==> config.mk <==
export PLATFORM = sky130hd
export DESIGN_NAME = page_write_engine
export DESIGN_NICKNAME = d
export VERILOG_FILES = /design/src/rtl/pgw_pkg.sv /design/src/rtl/pgw_loader.sv /design/src/rtl/pgw_sequencer.sv /design/src/rtl/page_write_engine.sv
export SDC_FILE = /design/constraint.sdc
export NUM_CORES = 1
export LEC_CHECK = 0
export ABC_AREA = 1
export BUFFER_PORTS_ARGS = -buffer_cell sky130_fd_sc_hd__clkbuf_2
export CAP_MARGIN = 20
export CORE_MARGIN = 5
export CORE_UTILIZATION = 45
export DETAILED_ROUTE_END_ITERATION = 8
export GPL_TIMING_DRIVEN = 1
export PLACE_DENSITY_LB_ADDON = 0.1
export SETUP_SLACK_MARGIN = 0.15
export SLEW_MARGIN = 40
export SYNTH_ARGS = -nofsm -noshare
export SYNTH_HDL_FRONTEND = slang
export SYNTH_HIERARCHICAL = 1
export SYNTH_SLANG_ARGS = --single-unit
==> constraint.sdc <==
create_clock -name clk -period 3.9 [get_ports clk]
set_clock_uncertainty 0.15 [all_clocks]
set_input_delay 0.585 -clock clk [delete_from_list [all_inputs] [get_ports clk]]
set_output_delay 0.585 -clock clk [all_outputs]
set_load 0.05 [all_outputs]
==> src/rtl/pgw_pkg.sv <==
package pgw_pkg;

    localparam int ADDR_W     = 14;
    localparam int DATA_W     = 8;
    localparam int OFF_W      = 6;
    localparam int PAGE_BYTES = 1 << OFF_W;
    localparam int PAGE_W     = ADDR_W - OFF_W;

    typedef logic [ADDR_W-1:0] addr_t;
    typedef logic [DATA_W-1:0] data_t;
    typedef logic [OFF_W-1:0]  off_t;
    typedef logic [PAGE_W-1:0] page_t;
    typedef logic [PAGE_BYTES-1:0] mask_t;

    typedef struct packed {
        logic  we;
        addr_t addr;
        data_t data;
    } arr_wr_t;

    function automatic page_t page_of(input addr_t a);
        return a[ADDR_W-1:OFF_W];
    endfunction

    function automatic off_t off_of(input addr_t a);
        return a[OFF_W-1:0];
    endfunction

    function automatic addr_t join_addr(input page_t p, input off_t o);
        return {p, o};
    endfunction

endpackage

==> src/rtl/pgw_loader.sv <==
module pgw_loader
    import pgw_pkg::*;
(
    input  logic  clk,
    input  logic  rst,
    input  logic  start_i,
    input  addr_t start_addr_i,
    input  logic  byte_vld_i,
    input  data_t byte_data_i,
    input  logic  close_i,
    input  logic  block_i,
    input  off_t  rd_off_i,
    output logic  open_o,
    output page_t page_o,
    output mask_t mask_o,
    output data_t rd_data_o
);

    logic  open_q;
    page_t page_q;
    off_t  off_q;
    mask_t mask_q;
    logic  take;
    logic [PAGE_BYTES*DATA_W-1:0] lanes;

    assign take = byte_vld_i && open_q && !close_i;

    always_ff @(posedge clk) begin
        if (rst) begin
            open_q <= 1'b0;
            page_q <= '0;
            off_q  <= '0;
            mask_q <= '0;
        end else if (close_i) begin
            open_q <= 1'b0;
        end else if (start_i && !block_i) begin
            open_q <= 1'b1;
            page_q <= page_of(start_addr_i);
            off_q  <= off_of(start_addr_i);
            mask_q <= '0;
        end else if (take) begin
            mask_q[off_q] <= 1'b1;
            off_q         <= off_q + 1'b1;
        end
    end

    // one storage lane per in-page offset
    for (genvar g = 0; g < PAGE_BYTES; g++) begin : g_lane
        data_t q;
        always_ff @(posedge clk) begin
            if (rst) begin
                q <= '0;
            end else if (take && off_q == off_t'(g)) begin
                q <= byte_data_i;
            end
        end
        assign lanes[g*DATA_W +: DATA_W] = q;
    end

    assign rd_data_o = lanes[{rd_off_i, 3'b000} +: DATA_W];
    assign open_o    = open_q;
    assign page_o    = page_q;
    assign mask_o    = mask_q;

endmodule

==> src/rtl/pgw_sequencer.sv <==
module pgw_sequencer
    import pgw_pkg::*;
#(
    parameter int WRITE_CYCLES = 100
) (
    input  logic    clk,
    input  logic    rst,
    input  logic    commit_i,
    input  page_t   page_i,
    input  mask_t   mask_i,
    input  data_t   rd_data_i,
    output off_t    rd_off_o,
    output logic    busy_o,
    output logic    done_o,
    output arr_wr_t wr_o
);

    localparam int TW = $clog2(WRITE_CYCLES) + 1;
    localparam logic [TW-1:0] LAST = TW'(WRITE_CYCLES - 1);
    localparam logic [TW-1:0] SCAN_END = TW'(PAGE_BYTES);

    logic          busy_q;
    logic [TW-1:0] tmr_q;
    logic          scanning;
    off_t          cur_off;

    always_ff @(posedge clk) begin
        if (rst) begin
            busy_q <= 1'b0;
            tmr_q  <= '0;
        end else if (commit_i && !busy_q) begin
            busy_q <= 1'b1;
            tmr_q  <= '0;
        end else if (busy_q) begin
            if (tmr_q == LAST) begin
                busy_q <= 1'b0;
                tmr_q  <= '0;
            end else begin
                tmr_q <= tmr_q + 1'b1;
            end
        end
    end

    assign cur_off  = tmr_q[OFF_W-1:0];
    assign scanning = busy_q && (tmr_q < SCAN_END);
    assign rd_off_o = cur_off;
    assign busy_o   = busy_q;
    assign done_o   = busy_q && (tmr_q == LAST);

    always_comb begin
        wr_o.we   = scanning && mask_i[cur_off];
        wr_o.addr = join_addr(page_i, cur_off);
        wr_o.data = rd_data_i;
    end

endmodule

==> src/rtl/page_write_engine.sv <==
module page_write_engine
    import pgw_pkg::*;
#(
    parameter int WRITE_CYCLES = 100
) (
    input  logic              clk,
    input  logic              rst,
    input  logic              start_i,
    input  logic [ADDR_W-1:0] start_addr_i,
    input  logic              byte_vld_i,
    input  logic [DATA_W-1:0] byte_data_i,
    input  logic              cs_rise_i,
    input  logic              cs_aligned_i,
    input  logic              prot_ok_i,
    output logic              busy_o,
    output logic              done_o,
    output logic              mem_we_o,
    output logic [ADDR_W-1:0] mem_addr_o,
    output logic [DATA_W-1:0] mem_wdata_o
);

    logic    xfer_open;
    page_t   xfer_page;
    mask_t   xfer_mask;
    data_t   rd_data;
    off_t    rd_off;
    logic    busy;
    logic    commit;
    arr_wr_t wr;

    assign commit = cs_rise_i && cs_aligned_i && xfer_open
                    && (|xfer_mask) && prot_ok_i && !busy;

    pgw_loader u_loader (
        .clk          (clk),
        .rst          (rst),
        .start_i      (start_i),
        .start_addr_i (start_addr_i),
        .byte_vld_i   (byte_vld_i),
        .byte_data_i  (byte_data_i),
        .close_i      (cs_rise_i),
        .block_i      (busy),
        .rd_off_i     (rd_off),
        .open_o       (xfer_open),
        .page_o       (xfer_page),
        .mask_o       (xfer_mask),
        .rd_data_o    (rd_data)
    );

    pgw_sequencer #(.WRITE_CYCLES(WRITE_CYCLES)) u_seq (
        .clk       (clk),
        .rst       (rst),
        .commit_i  (commit),
        .page_i    (xfer_page),
        .mask_i    (xfer_mask),
        .rd_data_i (rd_data),
        .rd_off_o  (rd_off),
        .busy_o    (busy),
        .done_o    (done_o),
        .wr_o      (wr)
    );

    assign busy_o      = busy;
    assign mem_we_o    = wr.we;
    assign mem_addr_o  = wr.addr;
    assign mem_wdata_o = wr.data;

endmodule

Word level (Yosys, flattened, before mapping)
Index checks and enable logic that the tools add are counted.
Word-level totals
  bits in registers: 600
  input bits: 29
  output and inout port bits: 25
  word-level logic and storage cells: 241
Operators by class
  add/subtract/negate cells: 2
  $lt $le $gt $ge: 4
  equality and inequality tests: 64
  shift operators: 1
  muxes and demuxes: 12
  bitwise operators: 2
  reductions and logical operators: 86
Operators with widths (count)
  $shiftx A512 B10 Y8: 1
  $eq A6 B6 Y1 const B: 32
  $mux W64: 2
  $eq A6 B5 Y1 const B: 16
  $logic_and A1 B1 Y1: 77
  $or A64 B64 Y64: 1
  $reduce_or A64 Y1: 1
  $eq A6 B4 Y1 const B: 8
  $eq A6 B3 Y1 const B: 4
  $lt A6 B7 Y1 const B: 2
  $eq A6 B2 Y1 const B: 2
  $mux W6: 2
  $add A8 B1 Y8 const B: 1
  $eq A8 B7 Y1 const B: 1
  $lt A8 B7 Y1 const B: 1
  $mux W8: 1
  $add A6 B1 Y6 const B: 1
  $bmux W1 S6: 1
  $demux W1 S6: 1
  $eq A6 B1 Y1 const B: 1
  $ge A6 B1 Y1 const B: 1
  $logic_not A6 Y1: 1
  $mux W1: 5
  $reduce_and A2 Y1: 2
  4 further kinds: 6

Logic depth before layout (Yosys ltp)
  depth after elaboration: 7
  depth in mapped cells: 14
  depth with buffers taken out: 11

Cells and area by module
The synthesis kept the hierarchy.
By module, submodules not included
  pgw_loader: times used 1, cells each 3871, area an instance 26098.8 um^2, seq. area each 11831.3 um^2
  pgw_sequencer: times used 1, cells each 264, area an instance 1425.1 um^2, seq. area each 180.2 um^2
  page_write_engine: times used 1, cells each 66, area an instance 250.2 um^2, seq. area each 0.0 um^2

Worst setup path before layout
Ideal clock, no wire load.
  path kind: register to output
  start point: register u_seq.tmr_q[0]
  end point: output mem_we_o
  arrival: 1.863 ns
  data required time: 3.165 ns
  setup slack: 1.302 ns
  stages on the path, launching flop included: 13
  buffers on the path: 2
  path through: dfxtp_1 > buf_6 > inv_6 > buf_6 > nand2_1 > nand3_1 > nand2_1 > nand2_1 > nand2_1 > nor2_1 > nand2_1 > nand3_1 > a21oi_1
Between the ends
  cells in the longest elaborated chain, start to end: 3
  elaborated cells on any way between the ends: 5
  those cells by class: 1 x order compare; 2 x mux; 2 x reduce/logical
Ends and longest elaborated chain
  start: declaration: line pgw_sequencer.sv:23  | logic [TW-1:0] tmr_q;
  start signal: assignment: line pgw_sequencer.sv:39  | tmr_q <= tmr_q + 1'b1;
  $bmux W1 S6 or $lt A8 B7 Y1 (tied branches): line pgw_sequencer.sv:51, pgw_sequencer.sv:45
  $mux W1 (implied by the code) or $logic_and A1 B1 Y1 (tied branches): line pgw_sequencer.sv:51, pgw_sequencer.sv:45
  $logic_and A1 B1 Y1 *: line pgw_sequencer.sv:51  | wr_o.we = scanning && mask_i[cur_off];
  end: declaration: line page_write_engine.sv:17  | output logic mem_we_o,
Every way passes the cells marked *; elsewhere a longest branch is shown, timed or not. The select of a mux whose other input is x is not followed.

Worst setup path in the final report
  start point: register u_seq.tmr_q[1]
  end point: output mem_wdata_o[2]
Between the ends
  cells in the longest elaborated chain, start to end: 1
Ends and longest elaborated chain
  $shiftx A512 B10 Y8: line pgw_loader.sv:60  | assign rd_data_o = lanes[{rd_off_i, 3'b000} +: DATA_W];
  end: declaration: line page_write_engine.sv:19  | output logic [DATA_W-1:0] mem_wdata_o
Every way passes these cells.

==> reports/qor.yml <==
run_status: "finished clean"
cp_cell_sequence: "inv_4 > buf_4 > nand3_1 > nand3_1 > nand2_1 > nand2_1 > nand3_1 > nand3_1 > nand2_1 > buf_12"
peakVddDrop_mv: 0.400
die-height_um: 258
seq_area_um2: 12000
overflow: 0
tritoncts: "built"
synth_xor_area_share_pct: 0.158
antenna_found_initial: 0
drive_gt1_share_pct: 8.64
synth_cells: 4201
path_common_cell: "nand3_1"
synth-simple-area-share_pct: 37.0
via_per_inst: 5.41
wl_per_cell_um: 18.8
synth_top_family_by_area: "simple AND/OR/NAND/NOR gates"
fillCellCount: 6351
whs_ns: 0.0884
leakagePower_nw: 12.4
num_vias: 26646
tns_ns: 0
finalNonFillerCells: 4922
fin_nets: 4119
syn_avg_cell_area_um2: 6.61
cap_viol_max_count: 0
dr.pass1.iters: 5
hold_buffers: 0
synth_edf_count: 0
multi_input_area_um2: 13700
port_buffers: 53
cp-end-kind: "output port"
synthesis.area_um2: 27800
met3WireLength_um: 6920
drc: 0
wl_met1_um: 44500
cts_sinks: 600
critical_path.max_stage_delay_ns: 0.41
die_w_um: 258
cts_root_buf: "clkbuf_16"
required_ns: 3.16
slew-limit-headroom_pct: 42.9
synth_cell_type_count: 31
place.gp.congestion: 0.848
grt_pass1_wl_um: 143000
dpl.hpwl_um: 55800
start_util_pct: 45.3
synthAdderAreaFrac_pct: 0.225
ys_seq_area_share_pct: 43.2
finalCritPeriodShare_pct: 93.0
htreeDepth: 3
rsz0062_at_grt: "no"
grt_usage_pct: 26.7
synthArstFlopShare_pct: 0
num_io_pins: 54
path_clk_slew_ns: 0.06
synthToLayoutAreaGrowth_pct: 10.6
rows: 91
clock_path_buffers: 3
synth_flop_cell: "dfxtp_1"
ant_nets: 0
crit_family: "simple AND/OR/NAND/NOR gates"
hold_class: "input pin to flip-flop"
clock_latency_ns: 0.60
crit_type: "flip-flop to output port"
finalSetupViolCount: 0
synth-compound-area-share_pct: 12.1
tightest_slew_ns: 0.857
ys_seq_elements: 600
wl_met2_um: 38900
antenna_cells: 0
numCtsBuffers: 69
power.density_nw_per_um2: 432
cp_max_fo: 32
crit_buf_inv: 3
top_layer: "met4"
die_area_um2: 66800
drtIter0Drc: 2977
final-max-slew-violation-count: 0
fmax_ghz: 0.276
slowest_stage: "dfxtp_4"
drt_wl_total_um: 92700
grt_pass1_vias: 24197
cp-start-kind: "flip-flop"
muxShareOfSynthArea_pct: 0
place_inst: 4799
core_region_area_um2: 61400
cp.arrival_ns: 2.89
period_needed_ns: 3.63
syn_nets: 4235
hold_viol_final: 0
grt_max_degree: 174
yosys_warnings: 6
## area by class of cell
cell class                 count  area share, %
multi-input combinational   3137           44.8
sequential                   600           39.1
clock buffer                 105           6.89
tap                          790           3.22
timing repair buffer         100           3.15
inverter                     177           2.28
clock inverter                13          0.538
## synthesized netlist by cell type (2+ instances only)
cell type | instances | share of area (%)
nand3_2 | 2 | 0.072
nor2_4 | 34 | 1.4
nand3_1 | 470 | 8.5
inv_1 | 94 | 1.3
o21ai_0 | 505 | 9.1
o21ai_1 | 28 | 0.50
xor2_1 | 5 | 0.16
nor4_4 | 7 | 0.54
nor2_2 | 16 | 0.36
nor2_1 | 1109 | 15
buf_2 | 62 | 1.1
buf_1 | 34 | 0.46
inv_2 | 82 | 1.1
buf_6 | 7 | 0.28
a31oi_1 | 5 | 0.11
a21oi_1 | 127 | 2.3
ha_1 | 5 | 0.23
nor3_1 | 8 | 0.14
dfxtp_1 | 600 | 43
nand2_1 | 809 | 11
clkbuf_1 | 148 | 2.0
buf_4 | 35 | 0.95
## cell families (layout without fill, tap and decap cells)
group                      Yosys count  in the layout
buffers and inverters              464            395
and+or+nand+nor                   2460           2460
adders and majority gates            5              5
DFF                                600            600
xor gates and xnor gates             5              5
AOI/OAI and AO/OA                  667            667
## registers in the layout, indices dropped and copies added (netlist names)
signal             flops
u_seq/busy_o           1
u_loader/page_o        8
u_loader/open_o        1
u_loader/off_q         6
u_seq/tmr_q            8
u_loader/mask_o       64
u_loader/g_lane.q    512
## routing by layer
| layer | vias to the layer above | global-route usage [%] |
|---|---|---|
| met5 | - | 0 |
| met4 | 0 | 7.29 |
| met3 | 143 | 4.19 |
| met2 | 931 | 38.8 |
| met1 | 12335 | 41.0 |
| li1 | 13237 | - |
## worst reg2reg max path: cells and delay by family (launching register included)
| kind | cells | cell delay, ns |
|---|---|---|
| buffers and inverters | 4 | 0.96 |
| adder cells (fa/ha/maj) | 1 | 0.23 |
| flip-flops | 1 | 0.52 |
| AND/OR/NAND/NOR | 4 | 0.98 |
## timing repair
action | 4_1_cts | 5_1_grt
gates cloned | 2 | 0
gates resized for setup | 5 | 5
endpoints found under the setup margin | 8 | 9
setup buffers | 0 | 3
## cells in the final DEF (no fill, tap or decap), types with 6 or more instances in the layout
master and count:
nor4_4 7, o21ai_1 28, buf_4 37, o21ai_0 505
nor2_4 34, nor2_2 16, clkbuf_16 73, buf_12 15
nand2_1 808, clkbuf_8 17, nand3_1 470, dfxtp_1 596
a21oi_1 127, clkbuf_2 37, inv_2 82, inv_1 91
clkbuf_1 15, nor2_1 1109, nor3_1 8, buf_6 6
clkinv_2 9
## path summary, 6_finish.rpt
path / startpoint / end / slack [ns] / cells after the start
worst min-delay path: start_addr_i[8] / u_loader/page_o[2] / 0.09 / 3
worst max register to register: u_loader/off_q[0] / u_loader/g_lane[6].q[7] / 0.95 / 9
worst max-delay path: u_seq/tmr_q[1] / mem_wdata_o[2] / 0.27 / 10
worst min register to register: u_loader/g_lane[44].q[2] / u_loader/g_lane[44].q[2] / 0.29 / 2
## per-stage QoR
| step | area [µm²] | worst slack, ns | total power [mW] | utilization (%) |
|---|---|---|---|---|
| floorplan | 27800 | 1.30 | 6.64 | - |
| finish | 30700 | 0.272 | 13.3 | 50.0 |
| global placement | 28300 | 0.693 | 6.83 | 46.1 |
| global route | 30700 | 0.186 | 13.7 | 50.0 |
| detailed placement | 28300 | 0.680 | 6.83 | 46.1 |
| CTS | 30700 | 0.128 | 13.4 | 50.0 |
## report_power, final
part	switching, mW	internal (mW)	leakage [nW]	total, mW
clock network	2.59	3.99	1.13	6.57
registers	0.0283	6.14	4.84	6.17
logic	0.428	0.105	6.48	0.533
total	3.04	10.2	12.4	13.3
(Power assumes the default switching activity.)
